<file path="config.mk">
export PLATFORM = sky130hd
export DESIGN_NAME = ddr_sec_filter
export DESIGN_NICKNAME = d
export VERILOG_FILES = /design/src/rtl/ddr_sec_pkg.sv /design/src/rtl/ddr_sec_regfile.sv /design/src/rtl/ddr_sec_rgn_match.sv /design/src/rtl/ddr_sec_decide.sv /design/src/rtl/ddr_sec_filter.sv
export SDC_FILE = /design/constraint.sdc
export NUM_CORES = 1
export LEC_CHECK = 0
export BUFFER_PORTS_ARGS = -buffer_cell sky130_fd_sc_hd__buf_2
export CAP_MARGIN = 20
export CORE_MARGIN = 2
export CORE_UTILIZATION = 67
export DETAILED_ROUTE_END_ITERATION = 8
export PLACE_DENSITY = 0.86
export RECOVER_POWER = 25
export SKIP_LAST_GASP = 1
export SLEW_MARGIN = 30
export SYNTH_ARGS = -nofsm -noshare
export SYNTH_HDL_FRONTEND = slang
export SYNTH_HIERARCHICAL = 1
export SYNTH_SLANG_ARGS = --single-unit
export TNS_END_PERCENT = 100
</file>
<file path="constraint.sdc">
create_clock -name clk_i -period 3.5 [get_ports clk_i]
set_input_delay 0.175 -clock clk_i [delete_from_list [all_inputs] [get_ports clk_i]]
set_output_delay 0.175 -clock clk_i [all_outputs]
set_load 0.02 [all_outputs]
</file>
<file path="src/rtl/ddr_sec_pkg.sv">
package ddr_sec_pkg;
  localparam int unsigned REG_W = 16;

  typedef logic [REG_W-1:0] reg_word_t;

  function automatic reg_word_t masked_update(reg_word_t old_v, reg_word_t mask_v,
                                              reg_word_t new_v);
    return (old_v & ~mask_v) | (new_v & mask_v);
  endfunction
endpackage

</file>
<file path="src/rtl/ddr_sec_regfile.sv">
module ddr_sec_regfile
  import ddr_sec_pkg::*;
#(
  parameter int unsigned NUM_REG = 17,
  parameter int unsigned IDX_W   = 5
) (
  input  logic                     clk_i,
  input  logic                     rst_ni,
  input  logic                     we_i,
  input  logic [IDX_W-1:0]         idx_i,
  input  logic [2*REG_W-1:0]       wdata_i,
  output logic [2*REG_W-1:0]       rdata_o,
  output logic [NUM_REG*REG_W-1:0] regs_o
);
  reg_word_t regs_q [NUM_REG];
  reg_word_t wmask, wval;

  assign wmask = wdata_i[2*REG_W-1:REG_W];
  assign wval  = wdata_i[REG_W-1:0];

  for (genvar i = 0; i < NUM_REG; i++) begin : g_reg
    always_ff @(posedge clk_i or negedge rst_ni) begin
      if (!rst_ni) begin
        regs_q[i] <= '0;
      end else if (we_i && (idx_i == IDX_W'(i))) begin
        regs_q[i] <= masked_update(regs_q[i], wmask, wval);
      end
    end
    assign regs_o[i*REG_W +: REG_W] = regs_q[i];
  end

  always_comb begin
    rdata_o = '0;
    for (int i = 0; i < NUM_REG; i++) begin
      if (idx_i == IDX_W'(i)) rdata_o[REG_W-1:0] = regs_q[i];
    end
  end
endmodule

</file>
<file path="src/rtl/ddr_sec_rgn_match.sv">
module ddr_sec_rgn_match
  import ddr_sec_pkg::*;
#(
  parameter int unsigned NUM_RGN = 8,
  parameter int unsigned PAGE_W  = 12
) (
  input  logic [PAGE_W-1:0]        page_i,
  input  logic [NUM_RGN*REG_W-1:0] start_i,
  input  logic [NUM_RGN*REG_W-1:0] end_i,
  output logic [NUM_RGN-1:0]       in_rgn_o
);
  reg_word_t page_ext;
  assign page_ext = REG_W'(page_i);

  for (genvar r = 0; r < NUM_RGN; r++) begin : g_rgn
    reg_word_t lo, hi;
    assign lo = start_i[r*REG_W +: REG_W];
    assign hi = end_i[r*REG_W +: REG_W];
    // inclusive bounds; lo > hi yields no match
    assign in_rgn_o[r] = (page_ext >= lo) && (page_ext <= hi);
  end
endmodule

</file>
<file path="src/rtl/ddr_sec_decide.sv">
module ddr_sec_decide #(
  parameter int unsigned NUM_RGN = 8
) (
  input  logic [NUM_RGN-1:0] in_rgn_i,
  input  logic [NUM_RGN-1:0] rgn_en_i,
  input  logic               outside_en_i,
  input  logic               bypass_i,
  input  logic               ns_i,
  output logic               deny_o
);
  logic any_hit;
  // a window only counts when enabled; otherwise the page is "outside"
  assign any_hit = |(in_rgn_i & rgn_en_i);
  assign deny_o  = ns_i && !bypass_i && (any_hit || outside_en_i);
endmodule

</file>
<file path="src/rtl/ddr_sec_filter.sv">
module ddr_sec_filter
  import ddr_sec_pkg::*;
#(
  parameter int unsigned NUM_RGN    = 8,
  parameter int unsigned ADDR_W     = 32,
  parameter int unsigned GRAN_SHIFT = 20,
  parameter int unsigned IDX_W      = 5
) (
  input  logic              clk_i,
  input  logic              rst_ni,
  input  logic              reg_we_i,
  input  logic [IDX_W-1:0]  reg_idx_i,
  input  logic [31:0]       reg_wdata_i,
  output logic [31:0]       reg_rdata_o,
  input  logic [ADDR_W-1:0] chk_addr_i,
  input  logic              chk_ns_i,
  output logic              chk_deny_o
);
  localparam int unsigned NUM_REG  = 2 * NUM_RGN + 1;
  localparam int unsigned CTRL_IDX = 2 * NUM_RGN;
  localparam int unsigned PAGE_W   = ADDR_W - GRAN_SHIFT;
  localparam int unsigned OUT_BIT  = NUM_RGN;
  localparam int unsigned BYP_BIT  = NUM_RGN + 1;

  logic [NUM_REG*REG_W-1:0] regs_flat;
  reg_word_t                ctrl;
  logic [NUM_RGN-1:0]       in_rgn;
  logic [PAGE_W-1:0]        page;
  logic                     addr_unused;

  ddr_sec_regfile #(
    .NUM_REG(NUM_REG),
    .IDX_W  (IDX_W)
  ) i_regfile (
    .clk_i  (clk_i),
    .rst_ni (rst_ni),
    .we_i   (reg_we_i),
    .idx_i  (reg_idx_i),
    .wdata_i(reg_wdata_i),
    .rdata_o(reg_rdata_o),
    .regs_o (regs_flat)
  );

  assign ctrl        = regs_flat[CTRL_IDX*REG_W +: REG_W];
  assign page        = chk_addr_i[ADDR_W-1:GRAN_SHIFT];
  assign addr_unused = ^chk_addr_i[GRAN_SHIFT-1:0];

  if (BYP_BIT + 1 < REG_W) begin : g_spare
    logic ctrl_unused;
    assign ctrl_unused = ^ctrl[REG_W-1:BYP_BIT+1];
  end

  ddr_sec_rgn_match #(
    .NUM_RGN(NUM_RGN),
    .PAGE_W (PAGE_W)
  ) i_match (
    .page_i  (page),
    .start_i (regs_flat[0 +: NUM_RGN*REG_W]),
    .end_i   (regs_flat[NUM_RGN*REG_W +: NUM_RGN*REG_W]),
    .in_rgn_o(in_rgn)
  );

  ddr_sec_decide #(
    .NUM_RGN(NUM_RGN)
  ) i_decide (
    .in_rgn_i    (in_rgn),
    .rgn_en_i    (ctrl[NUM_RGN-1:0]),
    .outside_en_i(ctrl[OUT_BIT]),
    .bypass_i    (ctrl[BYP_BIT]),
    .ns_i        (chk_ns_i),
    .deny_o      (chk_deny_o)
  );
endmodule

</file>
* Word-level counts from Yosys, hierarchy flattened
Cells that the tools add are included.
Storage, ports and cells: flip-flop bits (word level) 272, input port bits 73, output and inout port bits 33, logic and storage cells 134
Operators by class: $lt $le $gt $ge 16, equality and inequality tests 16, mux-type cells 17, bitwise gates (word level) 37, reduce and logical (&&, ||, !) cells 31
Operator list (count):
- 16-bit bitwise AND | 18
- 16-bit two-way mux | 17
- 16-bit OR | 17
- 12-bit by 16-bit >= comparator with 1-bit output | 8
- 12-bit by 16-bit <= comparator with 1-bit output | 8
- 5-bit by 4-bit equality test with 1-bit output (second input constant) | 8
- 1-bit logical AND | 27
- 5-bit by 3-bit equality test with 1-bit output (second input constant) | 4
- 16-bit NOT | 1
- 5-bit by 2-bit equality test with 1-bit output (second input constant) | 2
- 8-bit bitwise AND | 1
- 8-bit OR reduction | 1
- 5-bit by 1-bit equality test with 1-bit output (second input constant) | 1
- 5-bit equality test (second input constant) | 1
- 5-bit zero test | 1
- 1-bit zero test | 1
- 1-bit logical OR | 1

* Logic depth before layout (Yosys ltp)
Gate-level depths: netlist of the first run.
word-level depth 18, gate-level depth with buffers 10, gate-level depth less buffers 10

* Cells and area by module
Netlist of the first run, hierarchy kept.
Modules (own cells, without submodules):
- ddr_sec_regfile | instances 1, cells each 1354, area each 14437.6 um^2, seq. area each 6806.5 um^2
- ddr_sec_rgn_match | instances 1, cells each 658, area each 4874.7 um^2, seq. area each 0.0 um^2
- ddr_sec_decide | instances 1, cells each 6, area each 51.3 um^2, seq. area each 0.0 um^2

* Worst setup path before layout of the first run
Ideal clock, no wire load.
path type flip-flop to output port, start point reg with a tool-made name, end point out chk_deny_o, arrival 2.248 ns, data required time 3.325 ns, path slack 1.077 ns, stages on the path, launching flop included 11, path buffers 0, cell sequence dfrtp_1 inv_1 ha_1 nor2b_1 o211ai_2 a21oi_1 or3_1 a31oi_1 a22o_1 a221oi_2 a311oi_1
RTL lines:
- to (decl) | RTL line ddr_sec_filter.sv:17 | output logic chk_deny_o

==> results of run 1 <==
## final cells by class
type / instances / area (µm²)
Multi-Input combinational cell: 1440 / 11300
Fill cell: 2059 / 7360
Sequential cell: 272 / 6810
Clock buffer: 41 / 853
Timing Repair Buffer: 131 / 830
Inverter: 184 / 691
Tap cell: 384 / 480
Clock inverter: 14 / 249
## critical path: stages, from the launching register on
cell and delay (ns):
dfrtp_1 0.38, inv_1 0.05, ha_1 0.31, nand4_1 0.15, a211oi_1 0.57, o311ai_0 0.22
buf_4 0.19, a31oi_1 0.19, a221oi_2 0.10, a311oi_1 0.29, buf_4 0.20, buf_2 0.16
## cell families (layout without fill, tap and decap cells)
| logic type | count (synthesis) | count (layout) | synth area share |
|---|---|---|---|
| compound gates | 360 | 360 | 0.125 |
| fa+ha+maj | 192 | 192 | 0.124 |
| buf+inv | 321 | 370 | 0.0722 |
| flops | 272 | 272 | 0.352 |
| mux | 318 | 318 | 0.192 |
| other cells | 1 | 16 | 0.000194 |
| simple gates | 554 | 554 | 0.134 |
## per-stage QoR
step / setup WS (ns) / setup TNS (ns) / instance area (µm²)
3_3_place_gp: 0.534 / 0 / 20000
5_1_grt: -0.0618 / -0.0618 / 21200
6_report: -0.0470 / -0.0470 / 21200
2_1_floorplan: 1.08 / 0 / 19400
4_1_cts: 0.00330 / 0 / 21100
3_5_place_dp: 0.442 / 0 / 20000
## timing repair
action,in CTS,in global routing
hold endpoints to repair,98,0
setup buffers,0,2
hold buffers,1,0
pin swaps,0,9
resized for setup,5,10
endpoints found under the setup margin,1,1
## layer usage
metal	routed length, µm	GRT usage	part of all wire	up-vias
li1	-	-	-	7199
met1	23900	0.565	0.36	8293
met2	29000	0.662	0.44	1369
met3	8220	0.0978	0.12	363
met4	5520	0.307	0.083	0
met5	0	0	0	-
## layout by cell type (no fill, tap or decap), drive strengths merged, types with 8 or more instances in the layout
| cell | n |
|---|---|
| nand2 | 333 |
| mux2 | 282 |
| dfrtp | 272 |
| ha | 192 |
| inv | 184 |
| buf | 128 |
| a21oi | 110 |
| nor2 | 69 |
| o21ai | 64 |
| clkbuf | 43 |
| nand4 | 32 |
| a211oi | 28 |
| o22ai | 23 |
| mux2i | 21 |
| nor4 | 20 |
| o211ai | 19 |
| nor2b | 18 |
| nand2b | 18 |
| conb | 16 |
| mux4 | 15 |
| nand3 | 14 |
| nor3 | 14 |
| a31oi | 10 |
| o32ai | 8 |
| o311ai | 8 |
## worst max path at each step
stage,from,endpoint,slack [ns],depth (start not counted)
6_report,flop,chk_deny_o,-0.05,11
5_1_grt,flop,chk_deny_o,-0.06,11
2_1_floorplan,flop,chk_deny_o,1.08,10
3_3_place_gp,chk_addr_i[20],chk_deny_o,0.53,13
4_1_cts,flop,chk_deny_o,0.003,12
3_5_place_dp,chk_addr_i[29],chk_deny_o,0.44,13
## power groups by stage
stage | clock network, mW | registers [mW] | logic (mW)
after CTS | 3.57 | 3.95 | 2.45
after floorplan | 0 | 3.84 | 1.62
after global routing | 3.70 | 4.00 | 2.76
after global placement | 0 | 3.97 | 2.29
after detailed placement | 0 | 4.00 | 2.41
final | 3.59 | 3.98 | 2.56
==> reports/metrics.yaml, run 1 <==
outcome:
  status: "finished, violations left"
  violations: "max-capacitance violations, max-slew violations, negative setup slack"
global_route:
  grt_usage: 0.439
  grt-ovfl-total: 0
  grt_pass1_vias: 17200
  grt_pass1_wl_um: 101000
  antenna_found_initial: 1
  grt_max_degree: 102
critical_path:
  cp-start-kind: "flop"
  r2r_slack_ns: 2.61
  worstPathArrival_ns: 3.37
  required_ns: 3.32
  cp-end-kind: "output pin"
  crit_type: "flop to output pin"
  crit_fanout: 3
  worstRegToRegCells: 1
finish:
  area_growth_pct: 9.41
  finalNetCount: 2324
  num_antenna_cells: 0
  drive_above_1_share: 0.235
  stdcell_count: 2466
  finish.utilization: 0.742
power:
  powerDensity_mw_per_mm2: 478
  ir_drop_mv: 0.371
  power.switching_mw: 3.27
  p_int_mw: 6.86
  switching_share: 0.323
  p_clk_frac: 0.354
  leakage_nw: 9.47
  p_total_mw: 10.1
  pwr-share-seq: 0.393
  p_comb_frac: 0.253
sta:
  setup_viol: 1
  finalCritPeriodShare: 1.01
  period_needed_ns: 3.55
  hold_viol: 0
  post-route-worst-setup-slack_ns: -0.0470
  tightest_slew_ns: 2.88
  slew_viol_final: 101
  whs_ns: 0.0985
  skew_ns: 0
  relSlewSlack: -0.918
  timing.fmax_mhz: 282
  rsz0062_at_grt: "true"
cts:
  cts_sinks: 272
  clk_pin_slew_ns: 0.07
  cts_root_buf: "clkbuf_16"
  clk_latency_ns: 0.56
  cts_buffers: 30
  cts_tree: "built"
  clockBufferDepth: 3
  cts-htree-levels: 1
yosys:
  yosys.cell_types.count: 76
  synth_flop_cell: "dfrtp_1"
  ys_seq_area_frac: 0.352
  synth_edf_count: 0
  netlist.area_leader.share: 0.352
  async_flop_share: 1.00
  synth_area_leaders: "dfrtp_1, mux2_2, ha_1"
  synth_area_mm2: 0.0194
  ys_seq_elements: 272
  yosysWarningCount: 6
  yosys-top-cells-count: "nand2_1, dfrtp_1, mux2_2, ha_1, inv_1"
  synth_cells: 2018
  yosys.area.top_type: "dfrtp_1"
  synth.avg_cell_area_um2: 9.60
  synth_most_common_cell: "nand2_1"
placed_design:
  dp_hpwl_um: 47300
  port_buffers: 69
  place.gp.congestion: 1.03
  dp_cells: 2408
worst_hold_path:
  min_from: "reg_wdata_i[30]"
  hold_path_class: "input port to flop"
  hold_path_depth: 3
floorplanning:
  die_x_um: 174
  core.rowCount: 62
  start_util: 0.678
  die_height_um: 174
  io_pins: 106
  core_mm2: 0.0285
  die_area_mm2: 0.0303
drt:
  first_iter_violations: 2579
  routed_wl_um: 66600
  drc: 0
  post_drt_wl_per_cell_um: 27.0
  via_count: 17200
  viasPerCell: 6.98
  ant_nets: 0
  dr.pass1.iters: 6
flow_run:
  maxCapViolations: 1
Note: power is estimated with default switching activity, not from simulation.
==> run 2: changes to the inputs <==
--- a/config.mk
+++ b/config.mk
@@ -5,6 +5,7 @@
 export SDC_FILE = /design/constraint.sdc
 export NUM_CORES = 1
 export LEC_CHECK = 0
+export ABC_AREA = 1
 export BUFFER_PORTS_ARGS = -buffer_cell sky130_fd_sc_hd__buf_2
 export CAP_MARGIN = 20
 export CORE_MARGIN = 2
==> run 2 against run 1 <==
Net effect:
- the run ends with max-capacitance violations, max-slew violations left
- fmax increased by 20%
- die area fell by 3.8%
- register-to-register slack improved by 0.08 ns
- setup slack better by 0.58 ns
- synthesized cell count increased by 29%
- critical path type unchanged
- largest cell class unchanged
==> reports/metrics.yaml, run 2 <==
yosys:
  synthAdderAreaFrac: 0.129  # +0.00507
  ys_seq_elements: 272  # unchanged
  ys_seq_area_frac: 0.366  # +0.0144
  async_flop_share: 1.00  # unchanged
  synth_compound_area_frac: 0.146  # +0.0205
  yosys.area.top_type: "dfrtp_1"
  yosysWarningCount: 6  # unchanged
  synth_top_family_by_area: "simple AND/OR/NAND/NOR gates"
  synth_area_mm2: 0.0186  # -3.9%
  netlist.area_leader.share: 0.366  # +0.0144
  yosys.cell_types.count: 28  # -63%
  synth_most_common_cell: "nand2_1"
  synth-xor-area-share: 0  # unchanged
  synth_area_leaders: "dfrtp_1, nand2_1, ha_1"
  synth_edf_count: 0  # unchanged
  synth_flop_cell: "dfrtp_1"
  synthSimpleGateAreaFrac: 0.265  # +0.131
  synthMuxAreaShare: 0  # -0.192
  synth.avg_cell_area_um2: 7.15  # -25%
  yosys-top-cells-count: "nand2_1, inv_1, dfrtp_1, a21oi_1, ha_1"
  synth_cells: 2600  # +29%
cts:
  cts-htree-levels: 1  # unchanged
  clk_latency_ns: 0.56  # about the same
  post-cts-setup-buffer-count: 0  # unchanged
  cts_root_buf: "clkbuf_16"
  cts_tree: "built"
  clockBufferDepth: 3  # unchanged
  clk_pin_slew_ns: 0.07  # about the same
  cts_sinks: 272  # unchanged
  cts_buffers: 30  # unchanged
finish:
  area_growth_pct: 8.84
  final_common_cell: "nand2_1"
  fillers: 2047  # -0.58%
  multi_input_area_mm2: 0.0101  # -10%
  regArea_mm2: 0.00681  # unchanged
  drive_above_1_share: 0.0814  # -0.154
  finalNetCount: 2894  # +25%
  final_area_mm2: 0.0202  # -4.4%
  final_cell_mix: "nand2_1, inv_1, dfrtp_1"
worst_hold_path:
  hold_path_depth: 2  # -1
  min_from: "reg_wdata_i[30]"
  hold_path_class: "input port to flop"
drt:
  drc: 0  # unchanged
  viasPerCell: 6.08  # -13%
  post_drt_wl_per_cell_um: 18.6  # -31%
  via_count: 18400  # +6.8%
  dr.pass1.iters: 7  # +1
  ant_nets: 0  # unchanged
  first_iter_violations: 2464  # -4.5%
  routed_wl_um: 56200  # -16%
placed_design:
  port_buffers: 69  # unchanged
  post_dp_cell_area_mm2: 0.0192  # -4.0%
  place.gp.congestion: 0.942  # -8.3%
  dp_hpwl_um: 40200  # -15%
floorplanning:
  die_area_mm2: 0.0291  # -3.8%
  core_mm2: 0.0271  # -5.1%
  start_util: 0.686  # +0.00813
  io_pins: 106  # unchanged
  core.rowCount: 60  # -3.2%
  die_x_um: 171  # -1.9%
  die_height_um: 171  # -1.9%
critical_path:
  worstRegToRegCells: 2  # +1
  crit_buf_inv: 4  # unchanged
  cp-end-kind: "output pin"
  crit_type: "flop to output pin"
  cp-start-kind: "flop"
  crit_fanout: 3  # unchanged
  worstPathArrival_ns: 2.79  # -0.58 ns
  crit_slowest_cell: "dfrtp_1"
  crit_top_cell: "nand2_1"
  crit_path_max_incr_delay_ns: 0.40  # -0.17 ns
  required_ns: 3.32  # about the same
  r2r_slack_ns: 2.69  # +0.08 ns
  cp_top_family: "simple AND/OR/NAND/NOR gates"
  worstPathCellList: "inv_1 -> ha_1 -> nand2_1 -> nor3_2 -> nand3_1 -> nand3_1 -> nand2_1 -> inv_1 -> nand2_1 -> nand2_1 -> nor2_1 -> nand3_1 -> nand2_1 -> inv_1 -> buf_2"
sta:
  timing.fmax_mhz: 337  # +20%
  relSlewSlack: -0.437  # +0.481
  finalCritPeriodShare: 0.847  # -0.166
  slew_viol_final: 114  # +13%
  period_needed_ns: 2.97  # -0.581 ns
  rsz0062_at_grt: "false"
  hold_viol: 0  # unchanged
  tns_ns: 0  # +0.0470 ns
  setup_viol: 0  # -1
  skew_ns: 0  # unchanged
  tightest_slew_ns: 2.16  # -0.721 ns
outcome:
  violations: "max-capacitance violations, max-slew violations"
  status: "finished, violations left"
power:
  switching_share: 0.338  # +0.0153
  pwr-share-seq: 0.410  # +0.017
  p_total_mw: 9.97  # -1.6%
  p_int_mw: 6.60  # -3.8%
  ir_drop_mv: 0.344  # -7.2%
  p_comb_frac: 0.249  # -0.004
  powerDensity_mw_per_mm2: 492  # +3.0%
  leakage_nw: 9.75  # +3.0%
  p_clk_frac: 0.341  # -0.013
  power.switching_mw: 3.37  # +3.1%
global_route:
  grt_usage: 0.393  # -0.0458
  grt_max_degree: 105  # +2.9%
  grt-ovfl-total: 0  # unchanged
  antenna_found_initial: 1  # unchanged
  grt_pass1_vias: 18000  # +4.9%
  grt_pass1_wl_um: 90200  # -11%
flow_run:
  maxCapViolations: 2  # +1
[run 2: cell types whose count changed after synthesis, sizes merged, moves of 27 or more]
cell    change
a211oi     -28
nor2      +114
o21ai     +107
or2        +33
a31oi     +102
nand3      +59
nand2     +492
mux2      -282
buf        -27
a21oi      +94
inv       +139
[run 2: cell type report]
| type | instances | share of cell area |
|---|---|---|
| antenna | 1 | 0.000124 |
| clock buffer | 43 | 0.0440 |
| clock inverter | 12 | 0.00834 |
| inverter | 324 | 0.0601 |
| multi-input combinational | 1904 | 0.500 |
| sequential | 272 | 0.336 |
| tap | 372 | 0.0230 |
| timing repair buffer | 97 | 0.0280 |
[run 2: worst max path at each step]
stage	slack [ns]	from	depth (start not counted)	to
6_report	0.53	flop	15	chk_deny_o
4_1_cts	0.59	flop	17	chk_deny_o
3_5_place_dp	0.84	reg_idx_i[3]	15	reg_rdata_o[11]
3_3_place_gp	0.86	reg_idx_i[3]	15	reg_rdata_o[11]
2_1_floorplan	1.78	reg_idx_i[3]	14	reg_rdata_o[2]
5_1_grt	0.42	reg_idx_i[1]	17	reg_rdata_o[14]
[run 2: cell families (layout without fill, tap and decap cells)]
family | after synthesis | in the layout
and+or+nand+nor | 1191 | 1191
AOI/OAI and AO/OA | 505 | 505
buffers and inverters | 439 | 476
DFF | 272 | 272
adders and majority gates | 192 | 192
other | 1 | 17
[run 2: worst reg2reg max path, stage by stage (launching register included)]
cell     delay [ns]
dfrtp_1        0.45
a21oi_1        0.14
a31oi_1        0.06
[run 2: stage by stage]
stage | utilization | hold WS [ns] | setup WS (ns) | std cells
finish | 0.747 | 0.0827 | 0.534 | 3025
global route | 0.747 | 0.104 | 0.424 | 3024
CTS | 0.748 | 0.0689 | 0.587 | 3024
detailed placement | 0.709 | 0.206 | 0.840 | 2968
global placement | 0.709 | 0.203 | 0.857 | 2968
floorplan | - | -0.121 | 1.78 | 2615
[run 2: timing repair]
action,CTS,global route
hold buffers,1,0
hold endpoints to repair,80,0
gates resized for setup,0,0
[run 2: metal layers]
layer	GRT usage	share of wire	vias up
met5	0	0.00023	-
met4	0.203	0.044	2
met3	0.0625	0.11	212
met2	0.623	0.45	1122
met1	0.525	0.39	8532
li1	-	-	8524
[run 2: power groups by stage]
stage	registers [mW]	logic (mW)	clock network [mW]
2_1_floorplan	3.98	1.72	0
3_3_place_gp	4.08	2.24	0
3_5_place_dp	4.11	2.41	0
4_1_cts	4.06	2.44	3.41
5_1_grt	4.14	2.84	3.53
6_report	4.09	2.48	3.40
==> run 3: changes to the inputs <==
--- a/config.mk
+++ b/config.mk
@@ -9,9 +9,9 @@
 export BUFFER_PORTS_ARGS = -buffer_cell sky130_fd_sc_hd__buf_2
 export CAP_MARGIN = 20
 export CORE_MARGIN = 2
-export CORE_UTILIZATION = 67
+export CORE_UTILIZATION = 57
 export DETAILED_ROUTE_END_ITERATION = 8
-export PLACE_DENSITY = 0.86
+export PLACE_DENSITY = 0.78
 export RECOVER_POWER = 25
 export SKIP_LAST_GASP = 1
 export SLEW_MARGIN = 30
==> constraint.sdc (replaced) <==
create_clock -name clk_i -period 2.62 [get_ports clk_i]
set_input_delay 0.131 -clock clk_i [delete_from_list [all_inputs] [get_ports clk_i]]
set_output_delay 0.131 -clock clk_i [all_outputs]
set_load 0.02 [all_outputs]
==> run 3 against run 2 <==
Net effect:
- the flow finishes with violations (max-capacitance violations, max-slew violations, negative setup slack)
- total power is 41% higher
- clock skew stayed put
- utilization is 8.7 points lower
- largest cell class unchanged
==> reports/metrics.yaml, run 3 (synthesis gave the netlist of run 2 again) <==
critical_path:
  worstPathArrival_ns: 2.60  # -0.19 ns
  cp-start-kind: "flop"
  r2r_slack_ns: 1.63  # -1.06 ns
  crit_type: "flop to output pin"
  cp-end-kind: "output pin"
  required_ns: 2.49  # -0.83 ns
  crit_fanout: 3  # unchanged
cts:
  clk_pin_slew_ns: 0.06  # about the same
  cts-htree-levels: 2  # +1
  cts_tree: "built"
  clk_latency_ns: 0.51  # -0.05 ns
  cts_root_buf: "clkbuf_16"
  cts_sinks: 272  # unchanged
  cts_buffers: 34  # +13%
  clockBufferDepth: 3  # unchanged
sta:
  whs_ns: 0.0989  # +0.0162 ns
  hold_viol: 0  # unchanged
  period_needed_ns: 2.73
  skew_ns: 0  # unchanged
  rsz0062_at_grt: "true"
  tightest_slew_ns: 1.95  # -0.207 ns
  finalCritPeriodShare: 1.04
  setup_viol: 1  # +1
  timing.fmax_mhz: 366
  relSlewSlack: -0.299  # +0.138
  post-route-worst-setup-slack_ns: -0.110  # -0.644 ns
  slew_viol_final: 68  # -40%
finish:
  area_growth_pct: 14.9
  finish.utilization: 0.660  # -0.0867
  finalNetCount: 2964  # +2.4%
  drive_above_1_share: 0.130  # +0.0482
  stdcell_count: 3165  # +4.6%
  final_cell_mix: "nand2_1, inv_1, dfrtp_1"
  fillers: 2710  # +32%
  final_common_cell: "nand2_1"
drt:
  first_iter_violations: 1964  # -20%
  ant_nets: 0  # unchanged
  viasPerCell: 5.83  # -4.2%
  drc: 0  # unchanged
  routed_wl_um: 58000  # +3.1%
  via_count: 18400  # +0.28%
  post_drt_wl_per_cell_um: 18.3  # -1.5%
  dr.pass1.iters: 6  # -1
placed_design:
  dp_cells: 3070  # +3.4%
  place.gp.congestion: 0.912  # -3.2%
  dp_slack_ns: 0.246  # -0.594 ns
  port_buffers: 69  # unchanged
  dp_hpwl_um: 41600  # +3.6%
worst_hold_path:
  hold_path_class: "input port to flop"
floorplanning:
  die_height_um: 185  # +8.2%
  core.rowCount: 66  # +10%
  start_util: 0.575  # -0.112
  die_area_mm2: 0.0341  # +17%
  io_pins: 106  # unchanged
  core_mm2: 0.0324  # +19%
  die_x_um: 185  # +8.2%
global_route:
  grt_usage: 0.342  # -0.0510
  grt-ovfl-total: 0  # unchanged
  antenna_found_initial: 0  # -1
  grt_pass1_vias: 17300  # -3.7%
  grt_max_degree: 69  # -34%
  grt_pass1_wl_um: 91300  # +1.2%
power:
  leakage_nw: 10.2  # +5.1%
  ir_drop_mv: 0.342  # -0.56%
  powerDensity_mw_per_mm2: 657  # +34%
outcome:
  status: "finished, violations left"
  violations: "max-capacitance violations, max-slew violations, negative setup slack"
flow_run:
  maxCapViolations: 1  # -1
[run 3: cell count changes in the layout (fill, tap and decap cells not counted), sizes merged]
cell,before,now
buf,90,160
bufinv,4,5
clkbuf,49,52
clkinv,7,4
clkinvlp,2,0
inv,323,324
[run 3: area by class of cell]
type / instances / area [µm²] / area share
antenna: 1 / 2.50 / 0.000117
clock buffer: 50 / 972 / 0.0455
clock inverter: 9 / 174 / 0.00814
inverter: 324 / 1220 / 0.0570
multi-input combinational: 1904 / 10500 / 0.492
sequential: 272 / 6810 / 0.318
tap: 442 / 553 / 0.0259
timing repair buffer: 163 / 1130 / 0.0531
[run 3: per-stage QoR]
stage / instance area [µm²] / setup TNS [ns] / total power, mW
after detailed placement: 19600 / 0 / 8.76
final: 21400 / -0.110 / 14.1
after global placement: 19600 / 0 / 8.54
after global routing: 21400 / -6.81 / 14.8
after floorplan: 18700 / 0 / 7.62
after CTS: 21100 / -0.0286 / 13.8
[run 3: power by group]
group          switching (mW)  internal, mW  leakage (nW)
clock network            1.84          3.06         0.560
logic                    2.29          1.43          6.13
registers               0.563          4.87          3.56
total                    4.69          9.36          10.2
[run 3: worst paths after layout]
check / startpoint / end / cells past startpoint
setup / recovery: flop / chk_deny_o / 15
hold / removal: reg_wdata_i[29] / flop / 2
setup reg to reg: flop / flop / 4
hold reg to reg: flop / flop / 2
max in group asynchronous: rst_ni / asynchronous set/reset pin / 3
min in group asynchronous: rst_ni / asynchronous set/reset pin / 2
[run 3: timing repair]
action | CTS | global route
endpoints found under the setup margin | 1 | 1
gates resized for setup | 34 | 45
pin swaps | 21 | 16
buffers inserted | 20 | 17
hold buffers | 1 | 0
hold endpoints to repair | 63 | 0
[run 3: critical path, stage by stage, from the launching register on]
cell	delay, ns
dfrtp_1	0.37
inv_1	0.06
ha_1	0.30
nand2_1	0.10
o21ai_0	0.29
nand3_1	0.20
nand3_2	0.16
nand2_1	0.06
inv_1	0.04
nand2_1	0.04
nand2_1	0.07
nor2_2	0.04
nand3_2	0.11
nand2_1	0.06
inv_1	0.06
buf_6	0.11
[run 3: layer usage]
layer	vias to the layer above	share of wire	track usage	wire, µm
met4	0	0.035	0.130	2040
met5	-	0	0	0
met1	8664	0.41	0.462	23700
met3	154	0.090	0.0484	5210
met2	979	0.47	0.560	27000
li1	8646	-	-	-
